==> src/rtl/cmp_timer_pkg.sv <==
package cmp_timer_pkg;

  localparam int AW    = 3;
  localparam int NFLAG = 3;

  localparam int F_A   = 0;
  localparam int F_C   = 1;
  localparam int F_OVF = 2;

  localparam logic [AW-1:0] ADR_CMD   = 3'd0;
  localparam logic [AW-1:0] ADR_MODE  = 3'd1;
  localparam logic [AW-1:0] ADR_CMPA  = 3'd2;
  localparam logic [AW-1:0] ADR_CMPC  = 3'd3;
  localparam logic [AW-1:0] ADR_COUNT = 3'd4;
  localparam logic [AW-1:0] ADR_STAT  = 3'd5;
  localparam logic [AW-1:0] ADR_MSET  = 3'd6;
  localparam logic [AW-1:0] ADR_MCLR  = 3'd7;

  typedef enum logic [1:0] {
    ACT_NONE = 2'd0,
    ACT_SET  = 2'd1,
    ACT_CLR  = 2'd2,
    ACT_TOG  = 2'd3
  } pin_act_e;

  typedef struct packed {
    pin_act_e   c_act;
    pin_act_e   a_act;
    logic       halt_on_c;
    logic       fold_on_c;
    logic [1:0] src;
  } mode_t;

  localparam int MODE_W = $bits(mode_t);

endpackage

==> src/rtl/cmp_timer_regs.sv <==
module cmp_timer_regs
  import cmp_timer_pkg::*;
#(
  parameter int DW = 16
) (
  input  logic              clk,
  input  logic              rst_n,
  input  logic              wr_en,
  input  logic              rd_en,
  input  logic [AW-1:0]     addr,
  input  logic [DW-1:0]     wr_data,
  output logic [DW-1:0]     rd_data,
  output logic              cmd_start,
  output logic              cmd_stop,
  output logic              cmd_trig,
  output mode_t             mode,
  output logic [DW-1:0]     cmp_a,
  output logic [DW-1:0]     cmp_c,
  input  logic [NFLAG-1:0]  evt,
  input  logic              running,
  input  logic [DW-1:0]     count,
  output logic              irq
);

  localparam int STAT_W = NFLAG + 1;

  mode_t             mode_q, mode_d;
  logic [DW-1:0]     cmpa_q, cmpa_d;
  logic [DW-1:0]     cmpc_q, cmpc_d;
  logic [NFLAG-1:0]  mask_q, mask_d;
  logic [NFLAG-1:0]  flag_q, flag_d;
  logic [DW-1:0]     rdat_q, rdat_d;
  logic              cmd_wr, stat_rd;

  always_comb begin
    cmd_wr    = wr_en && (addr == ADR_CMD);
    cmd_start = cmd_wr && wr_data[0];
    cmd_stop  = cmd_wr && wr_data[1];
    cmd_trig  = cmd_wr && wr_data[2];
    stat_rd   = rd_en && (addr == ADR_STAT);

    mode_d = mode_q;
    cmpa_d = cmpa_q;
    cmpc_d = cmpc_q;
    mask_d = mask_q;
    if (wr_en) begin
      unique case (addr)
        ADR_MODE: mode_d = mode_t'(wr_data[MODE_W-1:0]);
        ADR_CMPA: cmpa_d = wr_data;
        ADR_CMPC: cmpc_d = wr_data;
        ADR_MSET: mask_d = mask_q | wr_data[NFLAG-1:0];
        ADR_MCLR: mask_d = mask_q & ~wr_data[NFLAG-1:0];
        default:  ;
      endcase
    end

    // a flag raised in the cycle of the clearing read survives it
    flag_d = (stat_rd ? '0 : flag_q) | evt;

    rdat_d = rdat_q;
    if (rd_en) begin
      unique case (addr)
        ADR_MODE:  rdat_d = DW'(mode_q);
        ADR_CMPA:  rdat_d = cmpa_q;
        ADR_CMPC:  rdat_d = cmpc_q;
        ADR_COUNT: rdat_d = count;
        ADR_STAT:  rdat_d = DW'({running, flag_q});
        ADR_MSET:  rdat_d = DW'(mask_q);
        default:   rdat_d = '0;
      endcase
    end
  end

  always_ff @(posedge clk or negedge rst_n) begin
    if (!rst_n) begin
      mode_q <= '0;
      cmpa_q <= '0;
      cmpc_q <= '0;
      mask_q <= '0;
      flag_q <= '0;
      rdat_q <= '0;
    end else begin
      mode_q <= mode_d;
      cmpa_q <= cmpa_d;
      cmpc_q <= cmpc_d;
      mask_q <= mask_d;
      flag_q <= flag_d;
      rdat_q <= rdat_d;
    end
  end

  assign mode    = mode_q;
  assign cmp_a   = cmpa_q;
  assign cmp_c   = cmpc_q;
  assign rd_data = rdat_q;
  assign irq     = |(flag_q & mask_q);

  if (STAT_W > DW) begin : g_bad_width
    initial $error("data width too small for status word");
  end

endmodule

==> src/rtl/cmp_timer_core.sv <==
module cmp_timer_core
  import cmp_timer_pkg::*;
#(
  parameter int CW   = 16,
  parameter int NSRC = 4
) (
  input  logic             clk,
  input  logic             rst_n,
  input  logic [NSRC-1:0]  tick_in,
  input  logic [1:0]       src,
  input  logic             fold_on_c,
  input  logic             halt_on_c,
  input  logic             cmd_start,
  input  logic             cmd_stop,
  input  logic             cmd_trig,
  input  logic [CW-1:0]    cmp_a,
  input  logic [CW-1:0]    cmp_c,
  output logic [CW-1:0]    count,
  output logic             running,
  output logic             hit_a,
  output logic             hit_c,
  output logic             ovf
);

  localparam int NSEL = 4;
  localparam logic [CW-1:0] CNT_MAX = {CW{1'b1}};

  logic [NSEL-1:0] tick_pad;
  logic            tick_sel, step, at_top, halt, fold;
  logic [CW-1:0]   cnt_q, cnt_d;
  logic            run_q, run_d;

  for (genvar i = 0; i < NSEL; i++) begin : g_src
    if (i < NSRC) begin : g_used
      assign tick_pad[i] = tick_in[i];
    end else begin : g_tied
      assign tick_pad[i] = 1'b0;
    end
  end

  always_comb begin
    tick_sel = tick_pad[src];
    step     = run_q && tick_sel && !(cmd_start || cmd_stop || cmd_trig);
    hit_a    = step && (cnt_q == cmp_a);
    hit_c    = step && (cnt_q == cmp_c);
    at_top   = step && (cnt_q == CNT_MAX);
    halt     = hit_c && halt_on_c;
    fold     = hit_c && fold_on_c;
    ovf      = at_top && !halt && !fold;

    cnt_d = cnt_q;
    if (cmd_trig)      cnt_d = '0;
    else if (halt)     cnt_d = cnt_q;
    else if (fold)     cnt_d = '0;
    else if (step)     cnt_d = cnt_q + 1'b1;

    run_d = run_q;
    if (cmd_stop)       run_d = 1'b0;
    else if (cmd_start) run_d = 1'b1;
    else if (halt)      run_d = 1'b0;
  end

  always_ff @(posedge clk or negedge rst_n) begin
    if (!rst_n) begin
      cnt_q <= '0;
      run_q <= 1'b0;
    end else begin
      cnt_q <= cnt_d;
      run_q <= run_d;
    end
  end

  assign count   = cnt_q;
  assign running = run_q;

endmodule

==> src/rtl/cmp_timer_wave.sv <==
module cmp_timer_wave
  import cmp_timer_pkg::*;
(
  input  logic     clk,
  input  logic     rst_n,
  input  logic     hit_a,
  input  logic     hit_c,
  input  pin_act_e a_act,
  input  pin_act_e c_act,
  output logic     pin
);

  logic pin_q, pin_d;

  function automatic logic apply_act(input pin_act_e act, input logic cur);
    unique case (act)
      ACT_SET: return 1'b1;
      ACT_CLR: return 1'b0;
      ACT_TOG: return !cur;
      default: return cur;
    endcase
  endfunction

  always_comb begin
    pin_d = pin_q;
    if (hit_c)      pin_d = apply_act(c_act, pin_q);
    else if (hit_a) pin_d = apply_act(a_act, pin_q);
  end

  always_ff @(posedge clk or negedge rst_n) begin
    if (!rst_n) pin_q <= 1'b0;
    else        pin_q <= pin_d;
  end

  assign pin = pin_q;

endmodule

==> src/rtl/cmp_timer_chan.sv <==
module cmp_timer_chan
  import cmp_timer_pkg::*;
#(
  parameter int CW   = 16,
  parameter int NSRC = 4
) (
  input  logic            clk,
  input  logic            rst_n,
  input  logic [NSRC-1:0] tick_in,
  input  logic            wr_en,
  input  logic            rd_en,
  input  logic [2:0]      addr,
  input  logic [CW-1:0]   wr_data,
  output logic [CW-1:0]   rd_data,
  output logic            wave_o,
  output logic            irq_o
);

  logic [1:0]        rst_pipe;
  logic              rst_s_n;
  logic              cmd_start, cmd_stop, cmd_trig;
  mode_t             mode;
  logic [CW-1:0]     cmp_a, cmp_c, count;
  logic              running, hit_a, hit_c, ovf;
  logic [NFLAG-1:0]  evt;

  always_ff @(posedge clk or negedge rst_n) begin
    if (!rst_n) rst_pipe <= '0;
    else        rst_pipe <= {rst_pipe[0], 1'b1};
  end
  assign rst_s_n = rst_pipe[1];

  always_comb begin
    evt        = '0;
    evt[F_A]   = hit_a;
    evt[F_C]   = hit_c;
    evt[F_OVF] = ovf;
  end

  cmp_timer_regs #(.DW(CW)) u_regs (
    .clk       (clk),
    .rst_n     (rst_s_n),
    .wr_en     (wr_en),
    .rd_en     (rd_en),
    .addr      (addr),
    .wr_data   (wr_data),
    .rd_data   (rd_data),
    .cmd_start (cmd_start),
    .cmd_stop  (cmd_stop),
    .cmd_trig  (cmd_trig),
    .mode      (mode),
    .cmp_a     (cmp_a),
    .cmp_c     (cmp_c),
    .evt       (evt),
    .running   (running),
    .count     (count),
    .irq       (irq_o)
  );

  cmp_timer_core #(.CW(CW), .NSRC(NSRC)) u_core (
    .clk       (clk),
    .rst_n     (rst_s_n),
    .tick_in   (tick_in),
    .src       (mode.src),
    .fold_on_c (mode.fold_on_c),
    .halt_on_c (mode.halt_on_c),
    .cmd_start (cmd_start),
    .cmd_stop  (cmd_stop),
    .cmd_trig  (cmd_trig),
    .cmp_a     (cmp_a),
    .cmp_c     (cmp_c),
    .count     (count),
    .running   (running),
    .hit_a     (hit_a),
    .hit_c     (hit_c),
    .ovf       (ovf)
  );

  cmp_timer_wave u_wave (
    .clk   (clk),
    .rst_n (rst_s_n),
    .hit_a (hit_a),
    .hit_c (hit_c),
    .a_act (mode.a_act),
    .c_act (mode.c_act),
    .pin   (wave_o)
  );

endmodule

==> config.mk <==
export PLATFORM = sky130hd
export DESIGN_NAME = cmp_timer_chan
export DESIGN_NICKNAME = d
export VERILOG_FILES = /design/src/rtl/cmp_timer_pkg.sv /design/src/rtl/cmp_timer_regs.sv /design/src/rtl/cmp_timer_core.sv /design/src/rtl/cmp_timer_wave.sv /design/src/rtl/cmp_timer_chan.sv
export SDC_FILE = /design/constraint.sdc
export NUM_CORES = 1
export LEC_CHECK = 0
export CAP_MARGIN = 20
export CORE_UTILIZATION = 55
export DETAILED_ROUTE_END_ITERATION = 6
export PLACE_DENSITY_LB_ADDON = 0.1
export SLEW_MARGIN = 20
export SYNTH_ARGS = -nofsm -noshare
export SYNTH_HDL_FRONTEND = slang
export SYNTH_HIERARCHICAL = 1
export SYNTH_SLANG_ARGS = --single-unit
==> constraint.sdc <==
create_clock -name clk -period 7.5 [get_ports clk]
set_input_delay 1.5 -clock clk [delete_from_list [all_inputs] [get_ports clk]]
set_output_delay 1.5 -clock clk [all_outputs]
set_load 0.05 [all_outputs]
; ---- Word-level counts from Yosys, hierarchy flattened
; Index checks and enable logic that the tools add are counted.
[op_classes]
addsub = 1
eq_ne = 18
magnitude_cmp = 1
reduce_logical = 33
bitwise = 5
muxes = 16
[op_table]
columns = cell, count
row1 = $pmux W16 S6, 1
row2 = $mux W16, 4
row3 = $eq A16 B16 Y1, 2
row4 = $add A16 B1 Y16 const B, 1
row5 = $eq A16 B16 Y1 const B, 1
row6 = $logic_and A1 B1 Y1, 14
row7 = $eq A3 B3 Y1 const B, 4
row8 = $reduce_and A2 Y1, 5
row9 = $eq A2 B2 Y1 const B, 4
row10 = $and A3 B3 Y3, 2
row11 = $eq A3 B2 Y1 const B, 2
row12 = $mux W1, 6
row13 = $or A3 B3 Y3, 2
row14 = $pmux W1 S3, 2
row15 = $pmux W3 S2, 1
row16 = $reduce_bool A3 Y1, 2
row17 = $eq A2 B1 Y1 const B, 2
row18 = $logic_not A1 Y1, 4
row19 = $ne A4 B1 Y1 const B, 1
row20 = $reduce_bool A2 Y1, 2
row21 = $reduce_bool A4 Y1, 1
row22 = $eq A3 B1 Y1 const B, 1
row23 = $logic_not A3 Y1, 1
row24 = $lt A2 B3 Y1 const B, 1
row25 = 7 further kinds, 8
[totals]
out_inout_bits = 18
regBits = 82
in_bits = 27

; ---- Logic depth before layout (Yosys ltp)
; Gate-level depths: netlist of run 1.
[depth]
ltp_word = 13
mapped_depth = 11
mapped_depth_nobuf = 8

; ---- Hierarchy
; Netlist of run 1, hierarchy kept.
[by_module_without_submodules]
columns = mod, area_per_inst_um2, cells_each, instances
row1 = cmp_timer_regs, 3109.2, 233, 1
row2 = cmp_timer_core, 1611.5, 185, 1
row3 = cmp_timer_wave, 107.6, 12, 1
row4 = cmp_timer_chan, 53.8, 3, 1

; ---- Least setup slack after synthesis of run 1
; No wires, ideal clock.
[synth_path]
kind = input -> register
from = input addr[0]
to = register u_wave.pin_q (netlist: u_wave/pin)
stages = 10
setup_ns = 0.126
arrival_ns = 3.362
setup_slack_ns = 4.012
cell_sequence = buf_4 > buf_2 > nor4b_2 > and2_1 > nor4b_1 > nand2_1 > clkbuf_1 > nor2_1 > nand2b_1 > o311a_1
[synth_lines]
columns = element, line_no
row1 = start: declaration, cmp_timer_chan.sv:12  ; input logic [2:0] addr,
row2 = $logic_not A3 Y1 *, cmp_timer_regs.sv:36  ; cmd_wr = wr_en && (addr == ADR_CMD);
row3 = $logic_and A1 B1 Y1 *, cmp_timer_regs.sv:36
row4 = $logic_and A1 B1 Y1 *, cmp_timer_regs.sv:39  ; cmd_trig = cmd_wr && wr_data[2];
row5 = named net cmd_trig, cmp_timer_chan.sv:21  ; logic cmd_start, cmd_stop, cmd_trig;
row6 = $logic_or A1 B1 Y1 *, cmp_timer_core.sv:43  ; step = run_q && tick_sel && !(cmd_start || cmd_stop || cmd_trig);
row7 = $logic_not A1 Y1 *, cmp_timer_core.sv:43
row8 = $logic_and A1 B1 Y1 *, cmp_timer_core.sv:43
row9 = $logic_and A1 B1 Y1 *, cmp_timer_core.sv:45  ; hit_c = step && (cnt_q == cmp_c);
row10 = named net hit_c, cmp_timer_chan.sv:24  ; logic running, hit_a, hit_c, ovf;
row11 = "$ne A4 B1 Y1 (no line), or another cell as far along", --
row12 = $reduce_and A3 Y1 (no line), --
row13 = end signal: assignment, cmp_timer_wave.sv:32  ; else pin_q <= pin_d;
row14 = end: declaration, cmp_timer_wave.sv:13  ; logic pin_q, pin_d;
; The timed path passes the listed nets; every way through them passes the cells marked *.
; A chain may end at the register's enable or synchronous reset.

; ---- Worst setup path after layout of run 1
[layout_path]
from = input addr[0]
to = register u_regs.flag_q[2]
[layout_lines]
columns = element, line_no
row1 = $logic_not A3 Y1 *, cmp_timer_regs.sv:36
row2 = $logic_and A1 B1 Y1 *, cmp_timer_regs.sv:36
row3 = $logic_and A1 B1 Y1 *, cmp_timer_regs.sv:39
row4 = named net cmd_trig, cmp_timer_chan.sv:21
row5 = $logic_or A1 B1 Y1 *, cmp_timer_core.sv:43
row6 = $logic_not A1 Y1 *, cmp_timer_core.sv:43
row7 = $logic_and A1 B1 Y1 *, cmp_timer_core.sv:43
row8 = $logic_and A1 B1 Y1, cmp_timer_core.sv:45
row9 = $logic_and A1 B1 Y1, cmp_timer_core.sv:47  ; halt = hit_c && halt_on_c;
row10 = $logic_not A1 Y1, cmp_timer_core.sv:49  ; ovf = at_top && !halt && !fold;
row11 = $logic_and A1 B1 Y1, cmp_timer_core.sv:49
row12 = $logic_and A1 B1 Y1 *, cmp_timer_core.sv:49
row13 = named net ovf, cmp_timer_chan.sv:24
row14 = $or A3 B3 Y3 *, cmp_timer_regs.sv:58  ; flag_d = (stat_rd ? '0 : flag_q) | evt;
row15 = named net u_regs.flag_d[2], cmp_timer_regs.sv:31  ; logic [NFLAG-1:0] flag_q, flag_d;
row16 = end signal: assignment, cmp_timer_regs.sv:87  ; flag_q <= flag_d;
row17 = end: declaration, cmp_timer_regs.sv:31
; Marked as above.

==> results of run 1 <==
[metal layers]
layer / share of wire / routed length, um / vias up
met5: 0 / 0 / -
met1: 0.45 / 5370 / 1816
met2: 0.48 / 5790 / 137
met3: 0.048 / 580 / 30
li1: - / - / 1627
met4: 0.019 / 223 / 0
[sequential cells by signal, summed over array words and instances, names as in the netlist, named ones only]
name            flops
u_core/running      1
u_wave/pin          1
u_regs/cmp_c       16
u_regs/rd_data     16
u_regs/flag_q       3
u_regs/mode         8
u_core/count       16
u_regs/cmp_a       16
rst_pipe            2
[kinds of logic (layout without fill, tap and decap cells)]
kind of cell / after synthesis / count (layout)
flops: 82 / 82
simple gates: 106 / 106
compound gates: 84 / 84
mux: 67 / 67
other cells: 1 / 1
xor+xnor: 32 / 32
buf+inv: 58 / 89
fa+ha+maj: 3 / 3
[worst paths after layout]
| kind | from | to | slack [ns] |
|---|---|---|---|
| min in group clk | rst_pipe[0]$_DFF_PN0_ | rst_pipe[1]$_DFF_PN0_ | 0.36 |
| max in group asynchronous | rst_n | rst_pipe[1]$_DFF_PN0_ | 6.06 |
| worst max register to register | u_core/count[5]$_DFFE_PN0P_ | u_wave/pin$_DFFE_PN0P_ | 4.12 |
| worst min register to register | rst_pipe[1]$_DFF_PN0_ | u_regs/cmp_a[13]$_DFFE_PN0P_ | 0.25 |
| worst min-delay path | rst_pipe[1]$_DFF_PN0_ | u_regs/cmp_a[13]$_DFFE_PN0P_ | 0.25 |
| worst max-delay path | addr[0] | u_regs/flag_q[2]$_DFF_PN0_ | 3.34 |
[layout by cell type (no fill, tap or decap), drive strengths merged, types with 4 or more instances in the layout]
cell type / count
o22ai: 8
inv: 25
a21o: 6
nor4: 13
mux2i: 8
nand3: 10
nor2: 11
nor2b: 7
clkbuf: 10
nand2b: 5
a21oi: 9
nand2: 16
nand4: 4
o2bb2ai: 9
a221oi: 4
and2: 6
and3: 7
dfrtp: 82
o221ai: 7
a22oi: 8
buf: 4
xor2: 32
or3: 4
nand3b: 8
mux2: 58
clkdlybuf4s50: 44
nor3: 8
o21ai: 14
[power by group]
part | internal, W | leakage [nW] | total, W | switching [W]
clock network | 0.000231 | 0.119 | 0.000400 | 0.000169
logic | 0.000218 | 1.26 | 0.000452 | 0.000234
registers | 0.000537 | 1.03 | 0.000696 | 0.000159
[per-stage QoR]
stage | setup WS, ns | hold slack (ns) | total power, W | area, sq um | utilization
after floorplan | 4.01 | 0.331 | 0.00102 | 4880 | -
after global placement | 3.17 | 0.336 | 0.00113 | 5230 | 0.606
after detailed placement | 3.04 | 0.340 | 0.00114 | 5240 | 0.606
after CTS | 3.40 | 0.365 | 0.00155 | 5490 | 0.635
after global routing | 3.20 | 0.278 | 0.00163 | 5520 | 0.639
final | 3.34 | 0.245 | 0.00155 | 5520 | 0.639
[final cells by class]
class	count	share of cell area
multi-input combinational	293	0.451
sequential	82	0.373
timing repair buffer	48	0.0889
clock buffer	10	0.0250
tap	108	0.0245
clock inverter	6	0.0206
inverter	25	0.0170
==> impl_results.md, run 1 <==
- Max Slew Vio Count: 0
- RSZ-0062 raised after global routing: false
- Inst Count DP: between 500 and 600
- H-Tree Level Count: 3
- Die Wd: 96.2 um
- Clock transition at path regs: 0.09 ns
- Final Setup Violations: 0
- Register area share after synthesis: 0.420
- Register Area: 2060 sq um
- Critical Path AT: 4.45 ns
- Die area: between 9000 and 10,000 sq um
- Worst-Margin Slew: 1.07 ns
- Wire per inst: 20.9 um
- Antenna violations before repair: 0
- Syn Area/Cell: 11.3 sq um
- Post-synthesis simple-gate area fraction: 0.137
- Yosys reg bits: 82
- Routed Antenna Nets: 0
- CTS tree: done
- Rows: 34
- CTS max path bufs: 2
- Area of the multi-input gates: about 2500 sq um
- Most numerous cell on the critical path: and2_1
- Worst VDD drop: 0.133 mV
- Share of cells above drive strength 1: 0.213
- Mux contribution to synthesized area: 0.169
- Die Ht: approximately 96 um
- Hpwl dp: about 8000 um
- Yosys top cell area share: 0.420
- Period utilization: 0.554
- Sinks on Clock Net: 82
- Largest area contributor in the netlist: dfrtp_1
- Starting density of the core: 0.565
- Post-synth top flop: dfrtp_1
- Post-CTS setup buffer count: 0
- Main combinational cell family by area after synthesis: multiplexers
- Total CTS buffers: 9
- All-Layer GR Usage: 0.277
- Top Ports: 45
- Worst-path maximum fanout: 34
- Worst reg-to-reg path cell count: 7
- Fraction of registers with async set/reset: 1.00
- Vias: roughly 3,600
- First-pass GRT wire length: 18,700 um
- Warnings, synthesis: 6
- Crit Path Class: in -> reg
- CP Capture Type: flop
- DR vias/cell: 6.31
- Cell count after synthesis: ~430
- Cell family with most CP delay: simple AND/OR/NAND/NOR gates
- Min-Delay Path Class: reg -> async
- Nets@finish: 489
- Post-CTS sizing: 0
- Fin. Hold Viols: 0
- Final WL: approximately 12,000 um
- Grt peak-use layer: met2
- CP required: 7.79 ns
- Gr ovfl total: 0
- Drt initial violations: between 300 and 400
- XOR/XNOR Fraction of Synth Area: 0.0574
- Synth top area cells: dfrtp_1 (42%), mux2_2 (9.2%), xor2_1 (5.7%)
- Number of distinct library cells after synthesis: 61
- Syn-to-layout area delta: 13.0%
- Setup tns final: 0 ns
- Skew final: 0.00771 ns
- Hold bufs inserted after CTS: 0
- GR Layer Usage met2: 0.439
- # DRC: 0
- DR pass1 iterations: 6
- Grt met3 use: 0.0474
- Fill cells: 684
- Port Buffers: 44
- Largest net degree at the start of global routing: 81
- Antenna cells: 0
- Post-synth EDFFs: 0
- Synth cell count leaders: dfrtp_1 (82), mux2_2 (40), xor2_1 (32)
- Adder-cell share of the synthesized area: 0.00769
- Status: completed
- Maxcap violations: 0
- Global placement routability congestion: 0.849
- Slew HR: 0.286
- Synthesized area: 4880 sq um
- Top-count cell post-synth: dfrtp_1
- Critical Path Stages: 9
- Max incr delay on CP: 0.63 ns
- Floorplan core area: 8640 sq um
- Syn Nets: roughly 460
- Met1 Use GR: 0.383
- Area fraction in compound gates after synthesis: 0.138
- Achievable frequency: 0.241 GHz
- Post-layout min period: 4.16 ns
- Clock tree root buffer cell: clkbuf_8
- Startpoint Class: input port
- P per Cell Area: 281 nW/um^2
- Slowest CP cell: and2_1
- Critical path cell sequence: clkdlybuf4s50_1, buf_4, nor4b_2, and2_1, nor4b_1, and2_1, o21ai_4, nor4_1, a21o_1
- Pleak: 2.41 nW
- Critical path buffer and inverter count: 2
- Clk_lat worst skew: approximately 0.35 ns
- Vias in the first global route: 3,460
- Non-Filler Instances: 572
Note: power is estimated with default switching activity, not from simulation.
==> run 2, diff against run 1 <==
==> constraint.sdc (replaced) <==
create_clock -name clk -period 3.9 [get_ports clk]
set_input_delay 0.78 -clock clk [delete_from_list [all_inputs] [get_ports clk]]
set_output_delay 0.78 -clock clk [all_outputs]
set_load 0.05 [all_outputs]
==> impl_results.md, run 2 (synthesis results as in run 1) <==
- Sinks on Clock Net: 82 (unchanged)
- Nets@finish: 493 (+0.82%)
- Die Ht: 96.2 um (unchanged)
- Most numerous cell on the critical path: and2_1
- Floorplan core area: 8640 sq um (unchanged)
- DR vias/cell: 6.15 (-2.5%)
- Critical Path AT: 3.53 ns (-0.92 ns)
- # DRC: 0 (unchanged)
- DR pass1 iterations: 5 (-1)
- Pleak: 2.42 nW (+0.56%)
- Largest net degree at the start of global routing: 81 (unchanged)
- Final WL: 11,800 um (-1.4%)
- PnR Total Power: 0.00291 W (+88%)
- Hold bufs inserted after CTS: 0 (unchanged)
- Post-CTS setup buffer count: 0 (unchanged)
- Setup tns final: 0 ns (unchanged)
- Commonest non-fill, non-tap cell in the layout: dfrtp_1
- Finished Core Util: 0.639 (about the same)
- Post-layout min period: roughly 3.2 ns
- Share of cells above drive strength 1: 0.218 (+0.00459)
- Period utilization: 0.830
- Critical path cell sequence: clkdlybuf4s50_1, nor4b_2, and2_1, nor4b_1, and2_1, o21ai_4, nor4_1, a21o_1
- Crit Path Class: in -> reg
- Global placement routability congestion: 0.848 (-0.12%)
- Gr ovfl total: 0 (unchanged)
- Hpwl dp: 7810 um (+0.24%)
- Drt initial violations: 329 (-8.6%)
- Slew HR: 0.519 (+0.233)
- Antenna cells: 0 (unchanged)
- Maxcap violations: 0 (unchanged)
- Vias: 3,544 (-1.8%)
- Cell family with most CP delay: simple AND/OR/NAND/NOR gates
- Fill cells: 707 (+3.4%)
- Syn-to-layout area delta: 13.0% (about the same)
- Post-CTS sizing: 0 (unchanged)
- Die Wd: 96.2 um (unchanged)
- Worst-path maximum fanout: 17 (-50%)
- H-Tree Level Count: 3 (unchanged)
- Min-Delay Path Class: reg -> async
- Worst-Margin Slew: 0.721 ns (-0.346 ns)
- Startpoint Class: input port
- Status: completed
- Most frequent cells in the layout: dfrtp_1 (81), clkdlybuf4s50_1 (44), mux2_2 (40)
- P per Cell Area: 528 nW/um^2 (+88%)
- CP required: 4.19 ns (-3.60 ns)
- Rows: 34 (unchanged)
- Slowest CP cell: and2_1
- Port Buffers: 44 (unchanged)
- CTS tree: done
- Routed Antenna Nets: 0 (unchanged)
- Final Setup Violations: 0 (unchanged)
- RSZ-0062 raised after global routing: false
- Top Ports: 45 (unchanged)
- Starting density of the core: 0.565 (unchanged)
- Vias in the first global route: 3,375 (-2.5%)
- First-pass GRT wire length: 18,500 um (-1.3%)
- Skew final: 0.00967 ns (+0.00196 ns)
- Die area: 9260 sq um (unchanged)
- Fin. Hold Viols: 0 (unchanged)
- Clock transition at path regs: 0.09 ns (about the same)
- CP Capture Type: flop
- Critical path buffer and inverter count: 1 (-1)
- Achievable frequency: 0.309 GHz
- Wire per inst: 20.5 um (-2.0%)
- All-Layer GR Usage: 0.272 (-0.00485)
- Max Slew Vio Count: 0 (unchanged)
- Worst VDD drop: 0.268 mV (+100%)
- Total CTS buffers: 9 (unchanged)
- Clock tree root buffer cell: clkbuf_8
- Antenna violations before repair: 0 (unchanged)
- CTS max path bufs: 2 (unchanged)
- Clk_lat worst skew: 0.35 ns (about the same)
- Max incr delay on CP: 0.66 ns (+0.03 ns)
## run 2: power by group
group | switching, W | total (W) | internal (W)
Sequential | 0.000300 | 0.00133 | 0.00103
Combinational | 0.000449 | 0.000872 | 0.000422
Clock | 0.000328 | 0.000707 | 0.000379
## run 2: final cells by class
class | instances | area [sq um] | share of cell area
multi-input combinational | 293 | 2490 | 0.450
sequential | 82 | 2060 | 0.372
timing repair buffer | 52 | 520 | 0.0943
clock buffer | 10 | 138 | 0.0249
tap | 108 | 135 | 0.0245
inverter | 25 | 93.8 | 0.0170
clock inverter | 6 | 90.1 | 0.0163
## run 2: final timing paths
| path | endpoint | start | slack, ns | depth (start not counted) |
|---|---|---|---|---|
| max in group asynchronous | u_regs/cmp_a[11]$_DFFE_PN0P_ | rst_pipe[1]$_DFF_PN0_ | 3.06 | 1 |
| hold reg to reg | u_regs/rd_data[10]$_DFFE_PN0P_ | rst_pipe[1]$_DFF_PN0_ | 0.24 | 0 |
| hold / removal | u_regs/rd_data[10]$_DFFE_PN0P_ | rst_pipe[1]$_DFF_PN0_ | 0.24 | 0 |
| setup reg to reg | u_wave/pin$_DFFE_PN0P_ | u_core/count[5]$_DFFE_PN0P_ | 1.47 | 8 |
| setup / recovery | u_regs/flag_q[2]$_DFF_PN0_ | wr_en | 0.66 | 8 |
| min in group clk | rst_pipe[1]$_DFF_PN0_ | rst_pipe[0]$_DFF_PN0_ | 0.37 | 0 |
## run 2: worst reg2reg max path: cells and delay by family, from the launching register on
kind            cells  cell delay, ns
simple gates        4            1.00
flops               1            0.66
buf+inv             1            0.24
compound gates      2            0.23
xor+xnor            1            0.19
## run 2: metrics by stage
| step | hold slack [ns] | setup WS (ns) | instances | instance area, sq um |
|---|---|---|---|---|
| 2_1_floorplan | 0.331 | 1.13 | 433 | 4880 |
| 3_3_place_gp | 0.336 | 0.543 | 559 | 5260 |
| 3_5_place_dp | 0.342 | 0.315 | 559 | 5260 |
| 4_1_cts | 0.373 | 0.673 | 575 | 5490 |
| 5_1_grt | 0.282 | 0.504 | 576 | 5520 |
| 6_report | 0.244 | 0.663 | 576 | 5520 |
## run 2: metal layers
layer | vias to the layer above | wire length [um] | track usage
met5 | - | 0 | 0
met4 | 0 | 233 | 0.104
met3 | 17 | 480 | 0.0316
met2 | 100 | 5500 | 0.423
met1 | 1781 | 5590 | 0.388
li1 | 1646 | - | -
